$ cat src/rtl/mwdt_pkg.sv
package mwdt_pkg;

    typedef enum logic [1:0] {
        PM_RUN   = 2'b00,
        PM_IDLE  = 2'b01,
        PM_SLEEP = 2'b10,
        PM_IDLE2 = 2'b11
    } pwr_mode_t;

    typedef enum logic [1:0] {
        ST_COUNT = 2'b00,
        ST_WAKE  = 2'b01,
        ST_RESET = 2'b10
    } wdt_state_t;

endpackage

$ cat src/rtl/mwdt_clear.sv
module mwdt_clear (
    input  logic sleep_stb,
    input  logic clrwdt_stb,
    input  logic clk_lost,
    input  logic fscm_en,
    input  logic osc_sel_chg,
    input  logic intosc_sel,
    output logic clr_o
);

    logic lost_q;
    logic osc_q;

    always_comb begin
        lost_q = clk_lost & fscm_en;
        osc_q  = osc_sel_chg & intosc_sel;
        clr_o  = sleep_stb | clrwdt_stb | lost_q | osc_q;
    end

endmodule

$ cat src/rtl/mwdt_counter.sv
module mwdt_counter #(
    parameter int BASE_W = 4,
    parameter int SEL_W  = 4
) (
    input  logic             clk,
    input  logic             rst_n,
    input  logic             tick_en,
    input  logic             clr,
    input  logic [SEL_W-1:0] ps_sel,
    output logic             timeout_o
);

    localparam int PS_W = (1 << SEL_W) - 1;

    logic [BASE_W-1:0] base_q;
    logic [PS_W-1:0]   ps_q;
    logic [PS_W-1:0]   ps_limit;
    logic              base_wrap;

    always_comb begin
        ps_limit  = PS_W'((PS_W+1)'(1) << ps_sel) - PS_W'(1);
        base_wrap = tick_en && (base_q == {BASE_W{1'b1}});
        timeout_o = base_wrap && (ps_q >= ps_limit);
    end

    always_ff @(posedge clk) begin
        if (!rst_n || clr || timeout_o) begin
            base_q <= '0;
            ps_q   <= '0;
        end else if (tick_en) begin
            base_q <= base_q + BASE_W'(1);
            if (base_wrap) begin
                ps_q <= ps_q + PS_W'(1);
            end
        end
    end

endmodule

$ cat src/rtl/mwdt_fsm.sv
module mwdt_fsm
    import mwdt_pkg::*;
(
    input  logic       clk,
    input  logic       rst_n,
    input  logic       timeout,
    input  logic       clr,
    input  logic [1:0] pwr_mode,
    output logic       wake_o,
    output logic       rst_o
);

    wdt_state_t state_q;
    wdt_state_t state_d;

    always_comb begin
        state_d = state_q;
        unique case (state_q)
            ST_COUNT: begin
                if (timeout && !clr) begin
                    if (pwr_mode == PM_RUN) begin
                        state_d = ST_RESET;
                    end else begin
                        state_d = ST_WAKE;
                    end
                end
            end
            ST_WAKE:  state_d = ST_COUNT;
            ST_RESET: state_d = ST_COUNT;
            default:  state_d = ST_COUNT;
        endcase
    end

    always_ff @(posedge clk) begin
        if (!rst_n) begin
            state_q <= ST_COUNT;
        end else begin
            state_q <= state_d;
        end
    end

    always_comb begin
        wake_o = 1'b0;
        rst_o  = 1'b0;
        unique case (state_q)
            ST_COUNT: ;
            ST_WAKE:  wake_o = 1'b1;
            ST_RESET: rst_o  = 1'b1;
            default:  ;
        endcase
    end

endmodule

$ cat src/rtl/mode_wdt.sv
module mode_wdt #(
    parameter int BASE_W = 4,
    parameter int SEL_W  = 4
) (
    input  logic             clk,
    input  logic             rst_n,
    input  logic             tick_en,
    input  logic [SEL_W-1:0] ps_sel,
    input  logic [1:0]       pwr_mode,
    input  logic             sleep_stb,
    input  logic             clrwdt_stb,
    input  logic             clk_lost,
    input  logic             fscm_en,
    input  logic             osc_sel_chg,
    input  logic             intosc_sel,
    output logic             wake_pulse,
    output logic             rst_pulse
);

    logic clr;
    logic timeout;

    mwdt_clear u_clear (
        .sleep_stb  (sleep_stb),
        .clrwdt_stb (clrwdt_stb),
        .clk_lost   (clk_lost),
        .fscm_en    (fscm_en),
        .osc_sel_chg(osc_sel_chg),
        .intosc_sel (intosc_sel),
        .clr_o      (clr)
    );

    mwdt_counter #(
        .BASE_W(BASE_W),
        .SEL_W (SEL_W)
    ) u_counter (
        .clk      (clk),
        .rst_n    (rst_n),
        .tick_en  (tick_en),
        .clr      (clr),
        .ps_sel   (ps_sel),
        .timeout_o(timeout)
    );

    mwdt_fsm u_fsm (
        .clk     (clk),
        .rst_n   (rst_n),
        .timeout (timeout),
        .clr     (clr),
        .pwr_mode(pwr_mode),
        .wake_o  (wake_pulse),
        .rst_o   (rst_pulse)
    );

endmodule

$ cat config.mk
export PLATFORM = sky130hd
export DESIGN_NAME = mode_wdt
export DESIGN_NICKNAME = d
export VERILOG_FILES = /design/src/rtl/mwdt_pkg.sv /design/src/rtl/mwdt_clear.sv /design/src/rtl/mwdt_counter.sv /design/src/rtl/mwdt_fsm.sv /design/src/rtl/mode_wdt.sv
export SDC_FILE = /design/constraint.sdc
export NUM_CORES = 1
export LEC_CHECK = 0
export CORE_UTILIZATION = 50
export CTS_CLUSTER_DIAMETER = 200
export DETAILED_ROUTE_END_ITERATION = 7
export DONT_BUFFER_PORTS = 1
export GPL_ROUTABILITY_DRIVEN = 0
export HOLD_SLACK_MARGIN = 0.06
export PLACE_DENSITY = 0.65
export SYNTH_ARGS = -nofsm -noshare
export SYNTH_HDL_FRONTEND = slang
export SYNTH_SLANG_ARGS = --single-unit
$ cat constraint.sdc
create_clock -name clk -period 4.6 [get_ports clk]
set_clock_uncertainty 0.05 [all_clocks]
set_input_delay 0.92 -clock clk [delete_from_list [all_inputs] [get_ports clk]]
set_output_delay 0.92 -clock clk [all_outputs]
set_load 0.01 [all_outputs]
==> impl_metrics.env, run 1 <==
export IMPL_worstHoldStart="u_counter.ps_q[0]"
export IMPL_synth_seq_area_share=0.2607
export IMPL_core_um2=3053
export IMPL_synth_edf_count=0
export IMPL_p_comb_frac=0.099
export IMPL_cts_sinks=21
export IMPL_stdcell_count=224
export IMPL_multi_input_area_um2=1132
export IMPL_setup_tns_ps=0
export IMPL_cts_root_buf="clkbuf_4"
export IMPL_seqCellArea_um2=420.4
export IMPL_drv_cap=0
export IMPL_gr_usage_met2=0.3214
export IMPL_grt_pass1_vias=1251
export IMPL_hold_depth=2
export IMPL_drc=0
export IMPL_power_frac_seq=0.607
export IMPL_path_clk_slew_ps=120
export IMPL_synth_distinct_cells=44
export IMPL_vias=1371
export IMPL_required_ps=4760
export IMPL_ys_flop_type="dfxtp_1"
export IMPL_final_setup_viol_count=0
export IMPL_drt_iter0_drc=78
export IMPL_htreeDepth=1
export IMPL_nets=214
export IMPL_final_antenna_net_count=0
export IMPL_cpPeakStageDelay_ps=450
export IMPL_syn_area_um2=1613
export IMPL_die_h_um=58.80
export IMPL_fin_crit_ps=3800
export IMPL_grt_util_met3=0.04176
export IMPL_reg2reg_slack_ps=2170
export IMPL_fmax_mhz=263.2
export IMPL_netlist_instances=185
export IMPL_ys_warn_count=0
export IMPL_hold_buffers=0
export IMPL_clockBufferDepth=2
export IMPL_hold_violations=0
export IMPL_grt_overflow_total=0
export IMPL_critPathKind="in -> reg"
export IMPL_holdPathEnd="u_counter.ps_q[0]"
export IMPL_crit_fanout=16
export IMPL_cp_cell_sequence="or2_2 > or3_1 > ha_1 > nor3_1 > a21o_1 > a32oi_1 > ha_1 > nand4_1 > o311a_1 > o21ai_2 > buf_4 > nor4b_1"
export IMPL_rsz0062_at_grt="false"
export IMPL_cts_tree="done"
export IMPL_wirelength_um=3278
export IMPL_cp_arrival_ps=3960
export IMPL_pwr_share_clk=0.294
export IMPL_dpl_hpwl_um=2443
export IMPL_worst_pin_slew_ps=1052
export IMPL_antenna_found_initial=0
export IMPL_total_power_w=0.0003001
export IMPL_cp_start_kind="input port"
export IMPL_avgSynthCellArea_um2=8.718
export IMPL_min_path_type="reg -> reg"
export IMPL_use_met1=0.2940
export IMPL_yosys_top_cells_count="21 x dfxtp_1, 18 x ha_1, 15 x nand2_1"
export IMPL_die_x_um=58.80
export IMPL_track_usage=0.2078
export IMPL_grt_start_max_net_pins=24
export IMPL_synth_top_area_frac=0.2607
export IMPL_dp_cells=220
export IMPL_internal_power_w=0.0002265
export IMPL_ctsResizeCount=0
export IMPL_status="complete, no violations"
export IMPL_start_util=0.5283
export IMPL_yosys_register_bits=21
export IMPL_io_buffers=0
export IMPL_grt_first_pass_wirelength_um=5561
export IMPL_fillers=285
export IMPL_cts_buffers=3
export IMPL_maxSlewHeadroom=0.2967
export IMPL_p_leak_nw=0.6010
export IMPL_reg2reg_to="u_counter.ps_q[14]"
export IMPL_slew_violations=0
export IMPL_async_reset_ff_frac=0
export IMPL_dr_pass1_iters=4
export IMPL_num_antenna_cells=0
export IMPL_synth_most_common_cell="dfxtp_1"
export IMPL_r2r_start="u_counter.base_q[0]"
export IMPL_drive_above_1_share=0.1111
export IMPL_synthTopCellsByArea="dfxtp_1 26%, ha_1 14%, a211oi_2 7.8%"
export IMPL_p_sw_w=0.00007358
export IMPL_pin_count=17
export IMPL_area_delta_synth_final_pct=2.560
export IMPL_synth_top_area_cell="dfxtp_1"
export IMPL_crit_top_cell="ha_1"
export IMPL_clkLatencyLatePin_ps=310
export IMPL_fin_util=0.5418
export IMPL_cts_setup_buffers=0
export IMPL_end_kind="flop"
export IMPL_dieArea_um2=3457
export IMPL_switching_share=0.2452
export IMPL_powerDensity_nw_per_um2=181.4
export IMPL_wl_per_cell_um=14.63
export IMPL_dp_worst_setup_slack_ps=567.8
export IMPL_worst_slack_ps=800.2
export IMPL_busiest_layer="met2"
export IMPL_slowest_stage="o311a_1"
export IMPL_syn_nets=218
export IMPL_post_route_period_util=0.8261
export IMPL_ir_worst_vdd_mv=0.1239
export IMPL_ff2ff_path_depth=6
export IMPL_fp_row_count=20
export IMPL_via_per_inst=6.121
cells in the final DEF (no fill, tap or decap), types with 2 or more instances in the layout:
cell	instances
xnor2_1	7
nor3_1	6
nor2b_1	3
o2111ai_1	2
nor2_1	11
and4_1	2
nand4_1	6
dfxtp_1	21
o21ai_0	7
nand2_1	15
inv_1	3
ha_1	18
a211oi_2	10
o211ai_1	2
xor2_1	8
clkbuf_4	3
a211oi_1	7
a21oi_1	8
a31oi_1	2
and3_1	4
a21o_1	4
nand3_1	9
through the flow:
step                      hold WS [ps]  cell area [um^2]
final                            454.0              1654
after global routing             482.1              1654
after CTS                        457.9              1654
after detailed placement         441.6              1627
after global placement           432.9              1627
after floorplan                  415.9              1613
logic make-up after synthesis:
kind of cell	synth area share
muxes	0.006207
DFF	0.2607
adders and majority gates	0.1396
AOI/OAI and AO/OA	0.2521
and+or+nand+nor	0.2227
buffers and inverters	0.03723
xor gates and xnor gates	0.08146
registers in the layout, summed over array words and instances, names as in the netlist:
name / cells
u_counter.ps_q: 15
u_fsm.state_q: 2
u_counter.base_q: 4
worst max path at each step:
stage | end | slack, ps | cells past startpoint | startpoint
after floorplan | u_counter.base_q[1] | 550 | 15 | ps_sel[1]
after global placement | u_counter.ps_q[4] | 670 | 13 | ps_sel[1]
after detailed placement | u_fsm.state_q[1] | 570 | 12 | ps_sel[1]
after CTS | u_fsm.state_q[1] | 890 | 12 | ps_sel[1]
after global routing | u_fsm.state_q[1] | 620 | 12 | ps_sel[1]
final | u_fsm.state_q[1] | 800 | 12 | ps_sel[1]
critical path: cells and delay by family:
kind            cells  cell delay (ps)
buf+inv             1              270
simple gates        5             1250
fa+ha+maj           2              650
compound gates      4              850
power by group through the flow:
stage / sequential [W] / combinational (W) / clock, W
after floorplan: 0.000186 / 0.0000268 / 0
after global placement: 0.000186 / 0.0000278 / 0
after detailed placement: 0.000186 / 0.0000291 / 0
after CTS: 0.000182 / 0.0000294 / 0.0000918
after global routing: 0.000182 / 0.0000333 / 0.000102
final: 0.000182 / 0.0000297 / 0.0000882
layout make-up:
type                       count  area share
inverter                       3    0.006808
tap                           44     0.03328
clock inverter                 1    0.003026
timing repair buffer           1    0.004539
multi-input combinational    151      0.6846
clock buffer                   3     0.01362
sequential                    21      0.2542
metal layers:
metal	part of all wire	routed length, um	vias to the layer above
met5	0	0	-
met4	0.0098	32	0
met3	0.037	122	4
met2	0.46	1497	33
met1	0.50	1625	648
li1	-	-	686
Note: power is estimated with default switching activity, not from simulation.
==> run 2, diff against run 1 <==
- PLACE_DENSITY: 0.65 -> 0.68
- clock period: 4.6 -> 3.35 ns (I/O delays scaled with it)
==> impl_metrics.env, run 2 (synthesis gave the netlist of run 1 again) <==
export IMPL_cpPeakStageDelay_ps=390
export IMPL_dieArea_um2=3457
export IMPL_io_buffers=0
export IMPL_path_clk_slew_ps=120
export IMPL_largest_register="u_counter.ps_q"
export IMPL_area_delta_synth_final_pct=11.64
export IMPL_rsz0062_at_grt="false"
export IMPL_drv_cap=0
export IMPL_status="complete, no violations"
export IMPL_required_ps=3530
export IMPL_drive_above_1_share=0.1875
export IMPL_hold_violations=0
export IMPL_grt_overflow_total=0
export IMPL_crit_fanout=11
export IMPL_largest_register_ffs=15
export IMPL_via_per_inst=5.924
export IMPL_critPathBufInv=1
export IMPL_drc=0
export IMPL_wl_per_cell_um=14.50
export IMPL_fin_util=0.5898
export IMPL_fmax_mhz=312.7
export IMPL_final_area_um2=1800
export IMPL_powerDensity_nw_per_um2=235.5
export IMPL_grt_first_pass_wirelength_um=5989
export IMPL_p_leak_nw=0.6683
export IMPL_core_um2=3053
export IMPL_cts_setup_buffers=0
export IMPL_reg_top3="u_counter.ps_q x15, u_counter.base_q x4, u_fsm.state_q x2"
export IMPL_ctsResizeCount=0
export IMPL_grt_pass1_vias=1330
export IMPL_ir_worst_vdd_mv=0.1603
export IMPL_cts_root_buf="clkbuf_4"
export IMPL_drt_iter0_drc=68
export IMPL_grt_start_max_net_pins=22
export IMPL_cts_buffers=3
export IMPL_dr_pass1_iters=4
export IMPL_final_setup_viol_count=0
export IMPL_seqCellArea_um2=420.4
export IMPL_hold_buffers=0
export IMPL_cp_arrival_ps=3380
export IMPL_clockBufferDepth=2
export IMPL_htreeDepth=1
export IMPL_clkLatencyLatePin_ps=310
export IMPL_final_antenna_net_count=0
export IMPL_final_common_cell="dfxtp_1"
export IMPL_post_route_period_util=0.9545
export IMPL_start_util=0.5283
export IMPL_antenna_found_initial=0
export IMPL_worst_pin_slew_ps=647.1
export IMPL_fp_row_count=20
export IMPL_cp_cell_sequence="or2_4 > or3_4 > ha_4 > nor3_2 > a21oi_1 > a2bb2oi_1 > ha_1 > and2_1 > a221o_1 > a21oi_4 > o21ai_4 > buf_12 > a211oi_1"
export IMPL_cts_tree="done"
export IMPL_pin_count=17
export IMPL_place_area_um2=1773
export IMPL_nets=226
export IMPL_die_h_um=58.80
export IMPL_end_kind="flop"
export IMPL_slew_violations=0
export IMPL_critPathKind="in -> reg"
export IMPL_vias=1398
export IMPL_track_usage=0.2243
export IMPL_wirelength_um=3421
export IMPL_slowest_stage="or3_4"
export IMPL_num_antenna_cells=0
export IMPL_min_path_type="reg -> reg"
export IMPL_fillers=294
export IMPL_cp_start_kind="input port"
export IMPL_die_x_um=58.80
export IMPL_cts_sinks=21
export IMPL_dpl_hpwl_um=2637
export IMPL_fin_crit_ps=3198
export IMPL_crit_family="compound AO/OA/AOI/OAI gates"
export IMPL_maxSlewHeadroom=0.5640
export IMPL_layout_common_cells="21 x dfxtp_1, 17 x ha_1, 15 x nand2_1"
export IMPL_multi_input_area_um2=1176
-- run 2: tightest hold or removal path, stage by stage (launching register included) --
cell and delay (ps):
dfxtp_1 350, nand2_1 70, a21oi_1 60
-- run 2: path summary, 6_finish.rpt --
kind	cells after the start	to	slack, ps	from
worst max register to register	7	u_counter.ps_q[14]	1230	u_counter.base_q[0]
worst max-delay path	13	u_counter.ps_q[13]	150	ps_sel[0]
worst min-delay path	2	u_counter.ps_q[0]	460	u_counter.ps_q[0]
worst min register to register	2	u_counter.ps_q[0]	460	u_counter.ps_q[0]
-- run 2: per-stage QoR --
| step | power (W) | setup WS (ps) | TNS [ps] | instances | hold slack, ps |
|---|---|---|---|---|---|
| 6_report | 0.0004239 | 152.3 | 0 | 236 | 458.1 |
| 5_1_grt | 0.0004499 | 10.48 | 0 | 236 | 473.4 |
| 4_1_cts | 0.0004300 | 156.6 | 0 | 236 | 455.6 |
| 3_5_place_dp | 0.0003055 | -163.0 | -1592 | 232 | 443.8 |
| 3_3_place_gp | 0.0003030 | -45.87 | -174.9 | 232 | 432.3 |
| 2_1_floorplan | 0.0002969 | -251.0 | -3747 | 185 | 416.6 |
-- run 2: layout make-up --
cell class / instances / area share
timing repair buffer: 13 / 0.06115
clock buffer: 3 / 0.01251
clock inverter: 1 / 0.002780
sequential: 21 / 0.2335
tap: 44 / 0.03058
multi-input combinational: 151 / 0.6532
inverter: 3 / 0.006254
-- run 2: where the power goes --
group	total, W	switching (W)	leakage [nW]	internal (W)
Sequential	0.000250	0.000000260	0.169	0.000250
Combinational	0.0000496	0.0000258	0.482	0.0000238
Clock	0.000124	0.0000796	0.0177	0.0000446
-- run 2: routing by layer --
layer,GRT usage,wire length [um],vias to the layer above
met2,0.3880,1661,27
met4,0.05102,52,0
met5,0,0,-
li1,-,-,712
met3,0.04176,111,5
met1,0.2882,1596,654
